<file path="src/rtl/lcd_unpack_pkg.sv">
package lcd_unpack_pkg;

  typedef enum logic [2:0] {
    DEP_1    = 3'b000,
    DEP_RSV1 = 3'b001,
    DEP_4    = 3'b010,
    DEP_8    = 3'b011,
    DEP_1555 = 3'b100,
    DEP_24   = 3'b101,
    DEP_565  = 3'b110,
    DEP_RSV7 = 3'b111
  } depth_e;

  // Width of one pixel field in bits; zero for reserved codes.
  function automatic logic [5:0] depth_bits(depth_e d);
    case (d)
      DEP_1:    depth_bits = 6'd1;
      DEP_4:    depth_bits = 6'd4;
      DEP_8:    depth_bits = 6'd8;
      DEP_1555: depth_bits = 6'd16;
      DEP_565:  depth_bits = 6'd16;
      DEP_24:   depth_bits = 6'd24;
      default:  depth_bits = 6'd0;
    endcase
  endfunction

  // Legal code for the given panel type.
  function automatic logic depth_legal(depth_e d, logic tft);
    case (d)
      DEP_RSV1, DEP_RSV7: depth_legal = 1'b0;
      DEP_24:             depth_legal = tft;
      default:            depth_legal = 1'b1;
    endcase
  endfunction

endpackage

</file>
<file path="src/rtl/lcd_unpack_seq.sv">
module lcd_unpack_seq #(
  parameter int WORD_W = 32,
  parameter int IDX_W  = 5
) (
  input  logic              clk,
  input  logic              rst_n,
  input  logic              cfg_ok,
  input  logic [IDX_W-1:0]  last_idx,
  input  logic              in_valid,
  input  logic [WORD_W-1:0] in_data,
  output logic              in_ready,
  input  logic              out_ready,
  output logic              full_q,
  output logic [IDX_W-1:0]  idx_q,
  output logic [WORD_W-1:0] word_q
);

  logic              out_fire;
  logic              at_last;
  logic              in_fire;
  logic              full_n;
  logic              idx_en;
  logic [IDX_W-1:0]  idx_n;
  logic              word_en;

  always_comb begin
    out_fire = full_q && cfg_ok && out_ready;
    at_last  = (idx_q >= last_idx);
    in_ready = cfg_ok && (!full_q || (out_fire && at_last));
    in_fire  = in_valid && in_ready;

    full_n  = full_q;
    idx_en  = 1'b0;
    idx_n   = idx_q;
    word_en = 1'b0;
    if (in_fire) begin
      full_n  = 1'b1;
      word_en = 1'b1;
      idx_en  = 1'b1;
      idx_n   = '0;
    end else if (out_fire && at_last) begin
      full_n = 1'b0;
    end else if (out_fire) begin
      idx_en = 1'b1;
      idx_n  = idx_q + 1'b1;
    end
  end

  always_ff @(posedge clk or negedge rst_n) begin
    if (!rst_n) begin
      full_q <= 1'b0;
      idx_q  <= '0;
      word_q <= '0;
    end else begin
      full_q <= full_n;
      if (idx_en)  idx_q  <= idx_n;
      if (word_en) word_q <= in_data;
    end
  end

endmodule

</file>
<file path="src/rtl/lcd_unpack_field.sv">
module lcd_unpack_field #(
  parameter int WORD_W = 32,
  parameter int IDX_W  = 5,
  parameter int PIX_W  = 24
) (
  input  logic [WORD_W-1:0]         word_i,
  input  logic [IDX_W-1:0]          idx_i,
  input  logic [$clog2(WORD_W):0]   bpp_i,
  input  logic                      byte_be_i,
  input  logic                      pix_msb_i,
  input  logic                      whole_i,
  output logic [PIX_W-1:0]          raw_o
);

  localparam int BYTES = WORD_W / 8;
  localparam int SH_W  = $clog2(WORD_W) + 1;

  logic [WORD_W-1:0] swapped;
  logic [WORD_W-1:0] ordered;
  logic [SH_W-1:0]   lo_pos;
  logic [SH_W-1:0]   hi_pos;
  logic [SH_W-1:0]   shift;
  logic [WORD_W-1:0] shifted;
  logic [WORD_W-1:0] mask;

  for (genvar g = 0; g < BYTES; g++) begin : g_byte
    assign swapped[g*8 +: 8] = word_i[(BYTES-1-g)*8 +: 8];
  end

  always_comb begin
    ordered = byte_be_i ? swapped : word_i;
    lo_pos  = SH_W'(idx_i) * bpp_i;
    hi_pos  = SH_W'(WORD_W) - lo_pos - bpp_i;
    if (whole_i)        shift = '0;
    else if (pix_msb_i) shift = hi_pos;
    else                shift = lo_pos;
    shifted = ordered >> shift;
    mask    = ~({WORD_W{1'b1}} << bpp_i);
    raw_o   = PIX_W'(shifted & mask);
  end

endmodule

</file>
<file path="src/rtl/lcd_unpack_color.sv">
module lcd_unpack_color
  import lcd_unpack_pkg::*;
(
  input  logic [23:0] raw_i,
  input  depth_e      depth_i,
  input  logic        bgr_i,
  output logic [23:0] pix_o
);

  logic [7:0] red;
  logic [7:0] grn;
  logic [7:0] blu;
  logic       is_rgb;

  always_comb begin
    red    = '0;
    grn    = '0;
    blu    = '0;
    is_rgb = 1'b1;
    case (depth_i)
      DEP_1555: begin
        red = {raw_i[14:10], raw_i[14:12]};
        grn = {raw_i[9:5],   raw_i[9:7]};
        blu = {raw_i[4:0],   raw_i[4:2]};
      end
      DEP_565: begin
        red = {raw_i[15:11], raw_i[15:13]};
        grn = {raw_i[10:5],  raw_i[10:9]};
        blu = {raw_i[4:0],   raw_i[4:2]};
      end
      DEP_24: begin
        red = raw_i[23:16];
        grn = raw_i[15:8];
        blu = raw_i[7:0];
      end
      default: is_rgb = 1'b0;
    endcase

    if (!is_rgb)    pix_o = raw_i;
    else if (bgr_i) pix_o = {blu, grn, red};
    else            pix_o = {red, grn, blu};
  end

endmodule

</file>
<file path="src/rtl/lcd_pix_unpack.sv">
module lcd_pix_unpack
  import lcd_unpack_pkg::*;
#(
  parameter int WORD_W = 32,
  parameter int PIX_W  = 24
) (
  input  logic              clk,
  input  logic              rst_n,
  input  logic [2:0]        cfg_depth,
  input  logic              cfg_tft,
  input  logic              cfg_byte_be,
  input  logic              cfg_pix_msb,
  input  logic              cfg_bgr,
  input  logic              in_valid,
  input  logic [WORD_W-1:0] in_data,
  output logic              in_ready,
  output logic              out_valid,
  output logic [PIX_W-1:0]  out_pixel,
  input  logic              out_ready,
  output logic              cfg_err
);

  localparam int IDX_W = $clog2(WORD_W);
  localparam int SH_W  = IDX_W + 1;

  depth_e             depth;
  logic               cfg_ok;
  logic [SH_W-1:0]    bpp;
  logic [IDX_W-1:0]   last_idx;
  logic               whole;
  logic               full_q;
  logic [IDX_W-1:0]   idx_q;
  logic [WORD_W-1:0]  word_q;
  logic [PIX_W-1:0]   raw;

  always_comb begin
    depth  = depth_e'(cfg_depth);
    cfg_ok = depth_legal(depth, cfg_tft);
    bpp    = SH_W'(depth_bits(depth));
    whole  = (depth == DEP_24);
    case (depth)
      DEP_1:             last_idx = IDX_W'(WORD_W - 1);
      DEP_4:             last_idx = IDX_W'(WORD_W / 4 - 1);
      DEP_8:             last_idx = IDX_W'(WORD_W / 8 - 1);
      DEP_1555, DEP_565: last_idx = IDX_W'(WORD_W / 16 - 1);
      default:           last_idx = '0;
    endcase
    cfg_err   = !cfg_ok;
    out_valid = full_q && cfg_ok;
  end

  lcd_unpack_seq #(.WORD_W(WORD_W), .IDX_W(IDX_W)) i_seq (
    .clk      (clk),
    .rst_n    (rst_n),
    .cfg_ok   (cfg_ok),
    .last_idx (last_idx),
    .in_valid (in_valid),
    .in_data  (in_data),
    .in_ready (in_ready),
    .out_ready(out_ready),
    .full_q   (full_q),
    .idx_q    (idx_q),
    .word_q   (word_q)
  );

  lcd_unpack_field #(.WORD_W(WORD_W), .IDX_W(IDX_W), .PIX_W(PIX_W)) i_field (
    .word_i   (word_q),
    .idx_i    (idx_q),
    .bpp_i    (bpp),
    .byte_be_i(cfg_byte_be),
    .pix_msb_i(cfg_pix_msb),
    .whole_i  (whole),
    .raw_o    (raw)
  );

  lcd_unpack_color i_color (
    .raw_i  (raw[23:0]),
    .depth_i(depth),
    .bgr_i  (cfg_bgr),
    .pix_o  (out_pixel)
  );

endmodule

</file>
<file path="config.mk">
export PLATFORM = sky130hd
export DESIGN_NAME = lcd_pix_unpack
export DESIGN_NICKNAME = d
export VERILOG_FILES = /design/src/rtl/lcd_unpack_pkg.sv /design/src/rtl/lcd_unpack_seq.sv /design/src/rtl/lcd_unpack_field.sv /design/src/rtl/lcd_unpack_color.sv /design/src/rtl/lcd_pix_unpack.sv
export SDC_FILE = /design/constraint.sdc
export NUM_CORES = 1
export LEC_CHECK = 0
export BUFFER_PORTS_ARGS = -buffer_cell sky130_fd_sc_hd__buf_2
export CAP_MARGIN = 10
export CORE_MARGIN = 4
export CORE_UTILIZATION = 53
export CTS_CLUSTER_DIAMETER = 50
export DETAILED_ROUTE_END_ITERATION = 8
export GPL_TIMING_DRIVEN = 0
export PLACE_DENSITY = 0.74
export SLEW_MARGIN = 20
export SYNTH_ARGS = -nofsm -noshare
export SYNTH_HDL_FRONTEND = slang
export SYNTH_SLANG_ARGS = --single-unit
</file>
<file path="constraint.sdc">
create_clock -name clk -period 6.7 [get_ports clk]
set_clock_uncertainty 0.05 [all_clocks]
set_input_delay 0.335 -clock clk [delete_from_list [all_inputs] [get_ports clk]]
set_output_delay 0.335 -clock clk [all_outputs]
set_load 0.02 [all_outputs]
</file>
==> results.ini, run 1 <==
[cells_and_area]
final_cells=881
post-route-util=0.612
n_fill_cell=898
drive_gt1_frac=0.249
fin_area_sq_um=6040
finalNetCount=810
areaGrowthSynthToFinish_pct=11.9
n_antenna_cell=0

[die]
initial_core_util=0.547
die_area_sq_um=11900
die_y_microns=109
die_w_microns=109
num_rows=36
num_io_pins=70
core_area_sq_um=9860

[critical_path]
crit_family=adder cells
crit_path_top_delay_cell=o31ai_2
cp_max_fo=10
path_class=primary input to output port
cp.required_ns=6.31
cp-start-kind=primary input
critPathBufInv=6
critPathMostFrequentCell=ha_1
endpoint_kind=output port
crit_chain=buf_2 -> buf_2 -> and2b_2 -> o21a_1 -> nand2_1 -> fa_1 -> inv_1 -> ha_1 -> ha_1 -> fa_1 -> inv_1 -> ha_1 -> ha_1 -> or3b_1 -> a31oi_2 -> o31ai_2 -> nand2_1 -> o22ai_1 -> inv_1 -> a32oi_1 -> a22oi_1 -> buf_2
critPathMaxStageDelay_ns=0.66
arrival_ns=5.94

[status]
status=finished clean

[pwr]
static-leakage-power_nw=2.49
p_sw_mw=1.29
power_switching_share=0.546
combPwrFrac=0.727
power_frac_seq=0.194
peakVddDrop_mv=0.280
power.density_nw_per_um2=390
internal_power_mw=1.07
power.share.clock=0.079

[clocking]
cts_root_buffer=clkbuf_8
cts_setup_buffers=0
cts_hold_buf=0
cts.htree.levels=2
cts_buffer_depth=2
cts-buffers-inserted=5
clk_transition_reported_paths_ns=0.07
clock_latency_ns=0.28
cts_tree=built
cts_resized=0
cts_sinks=38

[place]
dpl.cell_count=873
io_buffer_count=68
place.gp.congestion=1.00
dp_hpwl_microns=16000
dpl_cell_area_sq_um=5900

[detailed_routing]
ant_nets=0
drtIter0Drc=737
routed_wl_microns=19700
vias=6094
drt_pre_antenna_iters=7
routed_via_density=6.92
wl_per_cell_microns=22.4
route.detailed.drc=0

[global_route]
overflow=0
antenna_found_initial=0
grt_pass1_wl_microns=31100
track_usage=0.333
first_global_vias=5778
grt_max_degree=39

[timing]
rsz0062_at_grt=no
slew_headroom=0.295
hold_viol=0
min_period_ns=6.33
fmax_mhz=158
setup_tns_ns=0
tightest_slew_ns=1.05
finalSetupViolCount=0
report.final.slew_viol_count=0
period_share=0.944

[synth]
synth_edf_count=0
synth.net_count=735
ys_seq_elements=38
yosysWarnings=0
yosys.cell_types.count=82
syn_area_per_cell_sq_um=8.03
synth_ff_type=dfrtp_1
synthesis.area_sq_um=5400
seq_area_frac_synth=0.176
synthArstFlopShare=1.00
syn_inst=672

[hold_path]
worst_hold_path_type=primary input to asynchronous set/reset pin

[job]
maxCapViolCount=0

## area by class of cell
type / instances / area, sq um / share of cell area
multi-input combinational: 567 / 4120 / 0.682
inverter: 16 / 65.1 / 0.0108
timing repair buffer: 68 / 340 / 0.0563
buffer: 51 / 290 / 0.0481
sequential: 38 / 951 / 0.157
tap: 133 / 166 / 0.0275
clock inverter: 1 / 30.0 / 0.00497
clock buffer: 7 / 76.3 / 0.0126
## final timing paths
kind / endpoint / cells after the start / slack [ns] / startpoint
max in group asynchronous: i_seq.idx_q[4]$_DFFE_PN0P_ / 1 / 6.00 / rst_n
hold / removal: i_seq.word_q[10]$_DFFE_PN0P_ / 1 / 0.09 / rst_n
min in group clk: i_seq.word_q[8]$_DFFE_PN0P_ / 2 / 0.23 / in_data[8]
setup / recovery: out_pixel[6] / 22 / 0.37 / cfg_depth[1]
hold reg to reg: i_seq.word_q[24]$_DFFE_PN0P_ / 1 / 0.49 / i_seq.word_q[24]$_DFFE_PN0P_
setup reg to reg: i_seq.word_q[27]$_DFFE_PN0P_ / 12 / 3.49 / i_seq.idx_q[0]$_DFFE_PN0P_
## Yosys cell counts, types with 12 or more instances
| cell | count | area, sq um |
|---|---|---|
| nand2_1 | 73 | 274 |
| mux2_2 | 40 | 450 |
| dfrtp_1 | 38 | 951 |
| nor2_1 | 36 | 135 |
| nand3_1 | 33 | 165 |
| nand2b_1 | 28 | 175 |
| a21oi_1 | 27 | 135 |
| a22oi_1 | 26 | 195 |
| o21ai_0 | 26 | 130 |
| a211oi_1 | 25 | 188 |
| clkbuf_1 | 24 | 90.1 |
| o211ai_1 | 22 | 165 |
| ha_1 | 18 | 225 |
| inv_1 | 15 | 56.3 |
| mux2i_1 | 15 | 150 |
| a31oi_1 | 14 | 87.6 |
| buf_2 | 14 | 70.1 |
| nor3_1 | 14 | 70.1 |
| o21ai_1 | 12 | 60.1 |
## cells by family after synthesis
logic type / after synthesis / share of synthesized area
flip-flops: 38 / 0.176
buffers and inverters: 67 / 0.0649
adder cells (fa/ha/maj): 20 / 0.0491
XOR/XNOR: 15 / 0.0271
multiplexers: 64 / 0.145
AND/OR/NAND/NOR: 235 / 0.219
AO/OA/AOI/OAI: 233 / 0.318
## placed cells by master, fill, tap and decap left out, drive strengths merged, types with 10 or more instances in the layout
master | netlist | routed
mux2 | 41 | 41
mux2i | 16 | 16
dfrtp | 38 | 38
nand2b | 28 | 28
ha | 18 | 18
o21ai | 39 | 39
o211ai | 23 | 23
nand3 | 33 | 33
a31oi | 15 | 15
nand2 | 75 | 75
a211oi | 32 | 32
inv | 16 | 16
a22oi | 28 | 28
nor2 | 37 | 37
buf | 27 | 94
or2 | 10 | 10
a21oi | 27 | 27
clkbuf | 24 | 32
nor3 | 14 | 14
## power by group through the flow
stage | clock (mW) | sequential [mW] | combinational, mW
after floorplan | 0 | 0.411 | 1.19
after global placement | 0 | 0.450 | 1.61
after detailed placement | 0 | 0.459 | 1.63
after CTS | 0.190 | 0.455 | 1.64
after global routing | 0.198 | 0.473 | 1.82
final | 0.186 | 0.458 | 1.71
## layer usage
layer,global-route usage,vias to the layer above,part of all wire
met3,0.0474,89,0.097
met1,0.443,2869,0.40
met2,0.529,403,0.45
met5,0,-,0
met4,0.168,0,0.053
li1,-,2733,-
## stage by stage
stage	setup WS (ns)	power [mW]	hold WS (ns)
after floorplan	0.980	1.60	-0.0106
after global placement	0.0819	2.06	0.405
after detailed placement	0.0330	2.09	0.415
after CTS	0.00138	2.29	0.106
after global routing	0.0694	2.49	0.144
final	0.375	2.36	0.0874
## registers in the layout (all words and copies together) (netlist names)
name,flops
i_seq.full_q,1
i_seq.idx_q,5
i_seq.word_q,32
## worst register-to-register path, cell delays in order (launching register included)
cell and delay, ns:
dfrtp_1 0.36, buf_2 0.21, inv_1 0.10, ha_1 0.28
nand2b_1 0.09, a21o_1 0.11, a21o_1 0.11, a21o_1 0.12
a21o_1 0.13, nand2_1 0.08, a211oi_2 0.70, buf_2 0.40
mux2_2 0.37
(Power assumes the default switching activity.)
==> run 2: changes to the inputs <==
Settings changed: ABC_AREA from default to 1, CORE_MARGIN 4 to 3.
==> run 2 against run 1 <==
  * Worst hold slack improved by 0.014 ns
  * Critical path depth rose by 8
  * Combinational power fell by 18%
  * Non-clock buffer count fell by 1
  * Global-route usage rose by 0.63 points
  * Register-to-register slack improved by 0.66 ns
==> results.ini, run 2 <==
[synth]
synthesis.area_sq_um=5180  ; -3.9%
synth_ff_type=dfrtp_1
synthTopCellsByCount=286 x nand2_1, 254 x nand3_1, 75 x inv_1
ys_seq_elements=38  ; unchanged
yosysWarnings=0  ; unchanged
synth_area_leaders=nand3_1 25%, nand2_1 21%, dfrtp_1 18%
yosys.cell_types.count=37  ; -55%
syn_area_per_cell_sq_um=5.79  ; -28%
synth_edf_count=0  ; unchanged
syn_inst=895  ; +33%
synthArstFlopShare=1.00  ; unchanged
seq_area_frac_synth=0.183  ; +0.00723
synth.most_common_cell=nand2_1
synth.net_count=958  ; +30%
yosysTopAreaCell=nand3_1
synth_top_area_frac=0.245  ; +0.0690

[detailed_routing]
drt_pre_antenna_iters=6  ; -1
routed_wl_microns=18400  ; -6.4%
vias=6597  ; +8.3%
wl_per_cell_microns=16.8  ; -25%
route.detailed.drc=0  ; unchanged
ant_nets=0  ; unchanged
routed_via_density=6.02  ; -13%
drtIter0Drc=756  ; +2.6%

[critical_path]
cp.required_ns=6.31  ; about the same
reg2reg_slack_ns=4.15  ; +0.66 ns
critPathMaxStageDelay_ns=0.58  ; -0.08 ns
crit_path_top_delay_cell=fa_1
regToRegEndpoint=i_seq.word_q[13]$_DFFE_PN0P_
arrival_ns=5.31  ; -0.63 ns
path_class=primary input to output port
path_depth=30  ; +36%
r2r_cells=13  ; +1
r2r-start=i_seq.idx_q[0]$_DFFE_PN0P_
cp-start-kind=primary input
endpoint_kind=output port
critPathMostFrequentCell=nand2_1
critPathBufInv=8  ; +2
cp_max_fo=10  ; unchanged
crit_family=adder cells

[clocking]
clock_latency_ns=0.29  ; about the same
cts_buffer_depth=2  ; unchanged
clk_transition_reported_paths_ns=0.08  ; about the same
cts_hold_buf=0  ; unchanged
cts_resized=0  ; unchanged
cts_setup_buffers=0  ; unchanged
cts-buffers-inserted=5  ; unchanged
cts_root_buffer=clkbuf_8
cts_tree=built
cts_sinks=38  ; unchanged
cts.htree.levels=2  ; unchanged

[timing]
min_period_ns=5.69  ; -0.633 ns
slew_headroom=0.413  ; +0.117
tightest_slew_ns=0.881  ; -0.170 ns
period_share=0.850  ; -0.0944
setup_tns_ns=0  ; unchanged
fmax_mhz=176  ; +11%
finalSetupViolCount=0  ; unchanged
report.final.slew_viol_count=0  ; unchanged
hold_viol=0  ; unchanged
rsz0062_at_grt=no

[die]
die_y_microns=105  ; -3.7%
die_area_sq_um=11000  ; -7.2%
core_area_sq_um=9370  ; -5.0%
initial_core_util=0.553  ; +0.00609
num_io_pins=70  ; unchanged
die_w_microns=105  ; -3.7%
num_rows=35  ; -2.8%

[status]
status=finished clean

[cells_and_area]
final_cell_mix=286 x nand2_1, 254 x nand3_1, 93 x buf_2
post-route-util=0.615  ; +0.00244
n_antenna_cell=0  ; unchanged
layout.cells.most_common=nand2_1
top_register=i_seq.word_q
drive_gt1_frac=0.157  ; -0.0915
reg.largest.list=i_seq.word_q x32, i_seq.idx_q x5, i_seq.full_q x1
largest_reg_flops=32  ; unchanged
areaGrowthSynthToFinish_pct=11.1
n_fill_cell=954  ; +6.2%
final_cells=1096  ; +24%
finalNetCount=1029  ; +27%

[pwr]
power.density_nw_per_um2=344  ; -12%
static-leakage-power_nw=3.11  ; +25%
fin_total_pwr_mw=1.98  ; -16%
peakVddDrop_mv=0.210  ; -25%

[global_route]
antenna_found_initial=0  ; unchanged
grt_max_degree=39  ; unchanged
first_global_vias=6280  ; +8.7%
overflow=0  ; unchanged
grt_pass1_wl_microns=30700  ; -1.3%
track_usage=0.340  ; +0.00630

[place]
place.gp.congestion=1.01  ; +0.77%
io_buffer_count=64  ; -5.9%
dp_hpwl_microns=14900  ; -7.0%
dpl.cell_count=1088  ; +25%

[hold_path]
worst_hold_path_type=primary input to asynchronous set/reset pin

[job]
maxCapViolCount=0  ; unchanged

[run 2: cell count changes in the layout (fill, tap and decap cells not counted), sizes merged, moves of 16 or more]
cell and change:
a211oi -31, a21oi -21, a22oi -28, clkbuf -17
inv +66, mux2 -41, mux2i -16, nand2 +218
nand2b -28, nand3 +234, o211ai -23, o21ai +30
[run 2: metrics by stage]
step                      cell area, sq um  hold slack, ns  worst slack (ns)
final                                 5760           0.101              1.01
after global routing                  5760           0.149             0.677
after CTS                             5760           0.117              1.13
after detailed placement              5670           0.441              1.13
after global placement                5670           0.418              1.28
after floorplan                       5180         -0.0106              1.81
[run 2: worst reg2reg max path: cells and delay by family (launching register included)]
family	cells	cell delay (ns)
compound gates	6	0.70
flops	1	0.48
fa+ha+maj	1	0.29
buf+inv	2	0.42
simple gates	4	0.53
[run 2: layout make-up]
type / count / area (sq um) / area share
inverter: 85 / 322 / 0.0558
multi-input combinational: 718 / 3590 / 0.623
clock buffer: 6 / 82.6 / 0.0143
sequential: 38 / 951 / 0.165
tap: 129 / 161 / 0.0280
timing repair buffer: 64 / 320 / 0.0556
buffer: 54 / 325 / 0.0565
clock inverter: 2 / 12.5 / 0.00217
[run 2: worst max path at each step]
stage	from	end	slack, ns
CTS	cfg_depth[1]	out_pixel[3]	1.13
floorplan	cfg_depth[0]	out_pixel[3]	1.81
global route	cfg_depth[1]	out_pixel[3]	0.68
finish	cfg_depth[1]	out_pixel[19]	1.01
global placement	cfg_depth[1]	out_pixel[3]	1.28
detailed placement	cfg_depth[1]	out_pixel[3]	1.13
[run 2: report_power, final]
part | total [mW] | internal, mW | switching (mW) | leakage (nW)
registers | 0.401 | 0.334 | 0.0672 | 0.471
clock network | 0.172 | 0.0828 | 0.0891 | 0.0472
logic | 1.41 | 0.432 | 0.976 | 2.59
total | 1.98 | 0.849 | 1.13 | 3.11
[run 2: metal layers]
layer / wire (microns) / vias to the layer above / part of all wire / GRT usage
met3: 2160 / 33 / 0.12 / 0.0791
met4: 324 / 0 / 0.018 / 0.0806
li1: - / 3135 / - / -
met1: 7760 / 3014 / 0.42 / 0.472
met2: 8190 / 415 / 0.44 / 0.536
met5: 0 / - / 0 / 0
[run 2: cell families after synthesis]
group / share of synthesized area
DFF: 0.183
buffers and inverters: 0.125
xor gates and xnor gates: 0.00338
AOI/OAI and AO/OA: 0.0777
and+or+nand+nor: 0.560
adders and majority gates: 0.0512
==> run 3: changes to the inputs <==
Settings changed: ABC_AREA 1 to 0.
Clock period 6.7 ns to 5.45 ns, I/O delays scaled along.
==> run 3 against run 2 <==
  * The flow now finishes with violations (negative setup slack)
  * Utilization grew 8.9 points
  * Wire length grew 12%
  * Sequential power up 40%
  * Design area increased by 20%
  * Register-to-register slack got worse by 2.0 ns
  * Critical endpoint is now out_pixel[4]
  * Count of clock-buffer cells in the layout unchanged
  * Largest cell class unchanged
==> results.ini, run 3 (synthesized netlist as in run 1, its figures left out) <==
[status]
status=complete, but fails checks
failed_checks=negative setup slack

[timing]
report.final.slew_viol_count=0  ; unchanged
tightest_slew_ns=0.806  ; -0.0747 ns
rsz0062_at_grt=yes
layout_setup_ws_ns=-0.210  ; -1.22 ns
finalSetupViolCount=20  ; +20
fmax_mhz=177
slew_headroom=0.462  ; +0.0498
min_period_ns=5.66
whs_ns=0.0233  ; -0.0780 ns
period_share=1.04
hold_viol=0  ; unchanged

[pwr]
internal_power_mw=1.56  ; +84%
combPwrFrac=0.775  ; +0.064
static-leakage-power_nw=2.76  ; -11%
power.share.clock=0.058  ; -0.029
power_frac_seq=0.167  ; -0.036
power_switching_share=0.534  ; -0.0370
peakVddDrop_mv=0.314  ; +50%
p_sw_mw=1.79  ; +58%
fin_total_pwr_mw=3.35  ; +69%
power.density_nw_per_um2=485  ; +41%

[cells_and_area]
reg.largest.list=i_seq.word_q x32, i_seq.idx_q x5, i_seq.full_q x1
drive_gt1_frac=0.371  ; +0.214
n_fill_cell=821  ; -14%
largest_reg_flops=32  ; unchanged
fin_area_sq_um=6910  ; +20%
n_antenna_cell=0  ; unchanged
multiInputGateArea_sq_um=4620  ; +29%
post-route-util=0.704  ; +0.0889
top_register=i_seq.word_q
areaGrowthSynthToFinish_pct=28.0
register_area_sq_um=952  ; +0.13%
finalNetCount=843  ; -18%
final_cell_mix=67 x nand2_1, 58 x buf_2, 52 x buf_4
layout.cells.most_common=nand2_1

[place]
dp_hpwl_microns=15600  ; +4.7%
place.gp.congestion=1.03  ; +1.6%
dpl_cell_area_sq_um=5930  ; +4.6%
io_buffer_count=68  ; +6.3%

[die]
die_w_microns=107  ; +1.9%
die_area_sq_um=11400  ; +3.9%
die_y_microns=107  ; +1.9%
initial_core_util=0.550  ; -0.00358
core_area_sq_um=9820  ; +4.8%
num_rows=36  ; +2.9%
num_io_pins=70  ; unchanged

[hold_path]
worst_hold_path_type=primary input to asynchronous set/reset pin

[critical_path]
r2r-start=i_seq.idx_q[0]$_DFFE_PN0P_
regToRegEndpoint=i_seq.word_q[0]$_DFFE_PN0P_
path_class=primary input to output port
crit_start=cfg_depth[2]
cp_max_fo=8  ; -2
crit_end=out_pixel[4]
cp.required_ns=5.13  ; -1.18 ns
reg2reg_slack_ns=2.16  ; -1.99 ns
arrival_ns=5.34  ; +0.03 ns
r2r_cells=13  ; unchanged
endpoint_kind=output port
cp-start-kind=primary input

[detailed_routing]
ant_nets=0  ; unchanged
routed_via_density=7.00  ; +16%
wl_met1_microns=8090  ; +4.2%
drt_pre_antenna_iters=5  ; -1
route.detailed.drc=0  ; unchanged
wl_per_cell_microns=22.6  ; +34%
wl_met2_microns=9400  ; +15%
drtIter0Drc=770  ; +1.9%
top_layer=met4
vias=6402  ; -3.0%
wl_met3_microns=1850  ; -14%
routed_wl_microns=20600  ; +12%

[clocking]
cts.htree.levels=2  ; unchanged
clk_transition_reported_paths_ns=0.07  ; about the same
clock_latency_ns=0.28  ; about the same
cts-buffers-inserted=5  ; unchanged
cts_root_buffer=clkbuf_8
cts_buffer_depth=2  ; unchanged
cts_tree=built
cts_sinks=38  ; unchanged

[global_route]
overflow=0  ; unchanged
antenna_found_initial=0  ; unchanged
track_usage=0.340  ; +0.000649
grt_pass1_wl_microns=31100  ; +1.5%
grt_max_degree=39  ; unchanged
first_global_vias=5868  ; -6.6%

[job]
maxCapViolCount=0  ; unchanged

## run 3: cell type report
| type | instances | area share |
|---|---|---|
| Multi-Input combinational cell | 567 | 0.668 |
| Tap cell | 133 | 0.0241 |
| Timing Repair Buffer | 103 | 0.0981 |
| Clock inverter | 2 | 0.00181 |
| Clock buffer | 6 | 0.0120 |
| Inverter | 16 | 0.00942 |
| Sequential cell | 38 | 0.138 |
| Buffer | 49 | 0.0487 |
## run 3: worst min-delay path by stage
| stage | startpoint | end | slack (ns) | cells after the start |
|---|---|---|---|---|
| 2_1_floorplan | rst_n | i_seq.full_q$_DFFE_PN0P_ | -0.07 | 0 |
| 3_3_place_gp | rst_n | i_seq.word_q[17]$_DFFE_PN0P_ | 0.34 | 1 |
| 6_report | rst_n | i_seq.word_q[9]$_DFFE_PN0P_ | 0.02 | 1 |
| 3_5_place_dp | rst_n | i_seq.word_q[18]$_DFFE_PN0P_ | 0.35 | 1 |
| 5_1_grt | rst_n | i_seq.word_q[25]$_DFFE_PN0P_ | 0.08 | 1 |
| 4_1_cts | rst_n | i_seq.word_q[10]$_DFFE_PN0P_ | 0.04 | 1 |
## run 3: through the flow
stage | TNS (ns) | setup WS (ns) | std cells
after CTS | 0 | 0.00332 | 894
after detailed placement | -16.97 | -0.875 | 873
final | -1.46 | -0.210 | 914
after floorplan | 0 | 0.00854 | 672
after global placement | -16.06 | -0.852 | 873
after global routing | -4.63 | -0.385 | 914
## run 3: what timing repair did
item / 4_1_cts / 5_1_grt
buffers inserted: 15 / 19
gates cloned: 0 / 1
pin swaps: 11 / 37
endpoints found under the setup margin: 24 / 24
hold buffers: 0 / 0
resized for setup: 56 / 86
## run 3: power by group through the flow
| stage | Clock (mW) | Sequential, mW | Combinational [mW] |
|---|---|---|---|
| finish | 0.193 | 0.562 | 2.60 |
| detailed placement | 0 | 0.566 | 1.99 |
| global route | 0.210 | 0.580 | 2.74 |
| global placement | 0 | 0.556 | 1.97 |
| CTS | 0.198 | 0.561 | 2.18 |
| floorplan | 0 | 0.506 | 1.47 |
## run 3: routing by layer
metal / GRT usage / vias to the layer above
met3: 0.0409 / 117
met1: 0.446 / 3036
met5: 0 / -
met2: 0.563 / 440
met4: 0.154 / 0
li1: - / 2809
## run 3: worst max-delay path, cell delays in order
cell	delay, ns
buf_2	0.13
buf_6	0.13
nor2b_4	0.15
o21a_1	0.16
nand2_1	0.09
fa_1	0.50
inv_2	0.05
ha_4	0.26
ha_4	0.19
fa_1	0.59
inv_2	0.06
ha_4	0.27
ha_4	0.20
or3b_4	0.24
a31oi_4	0.10
o21a_1	0.23
buf_6	0.15
buf_8	0.13
buf_4	0.14
o211ai_1	0.48
o21ai_2	0.15
a221oi_2	0.35
o211ai_1	0.13
buf_4	0.17
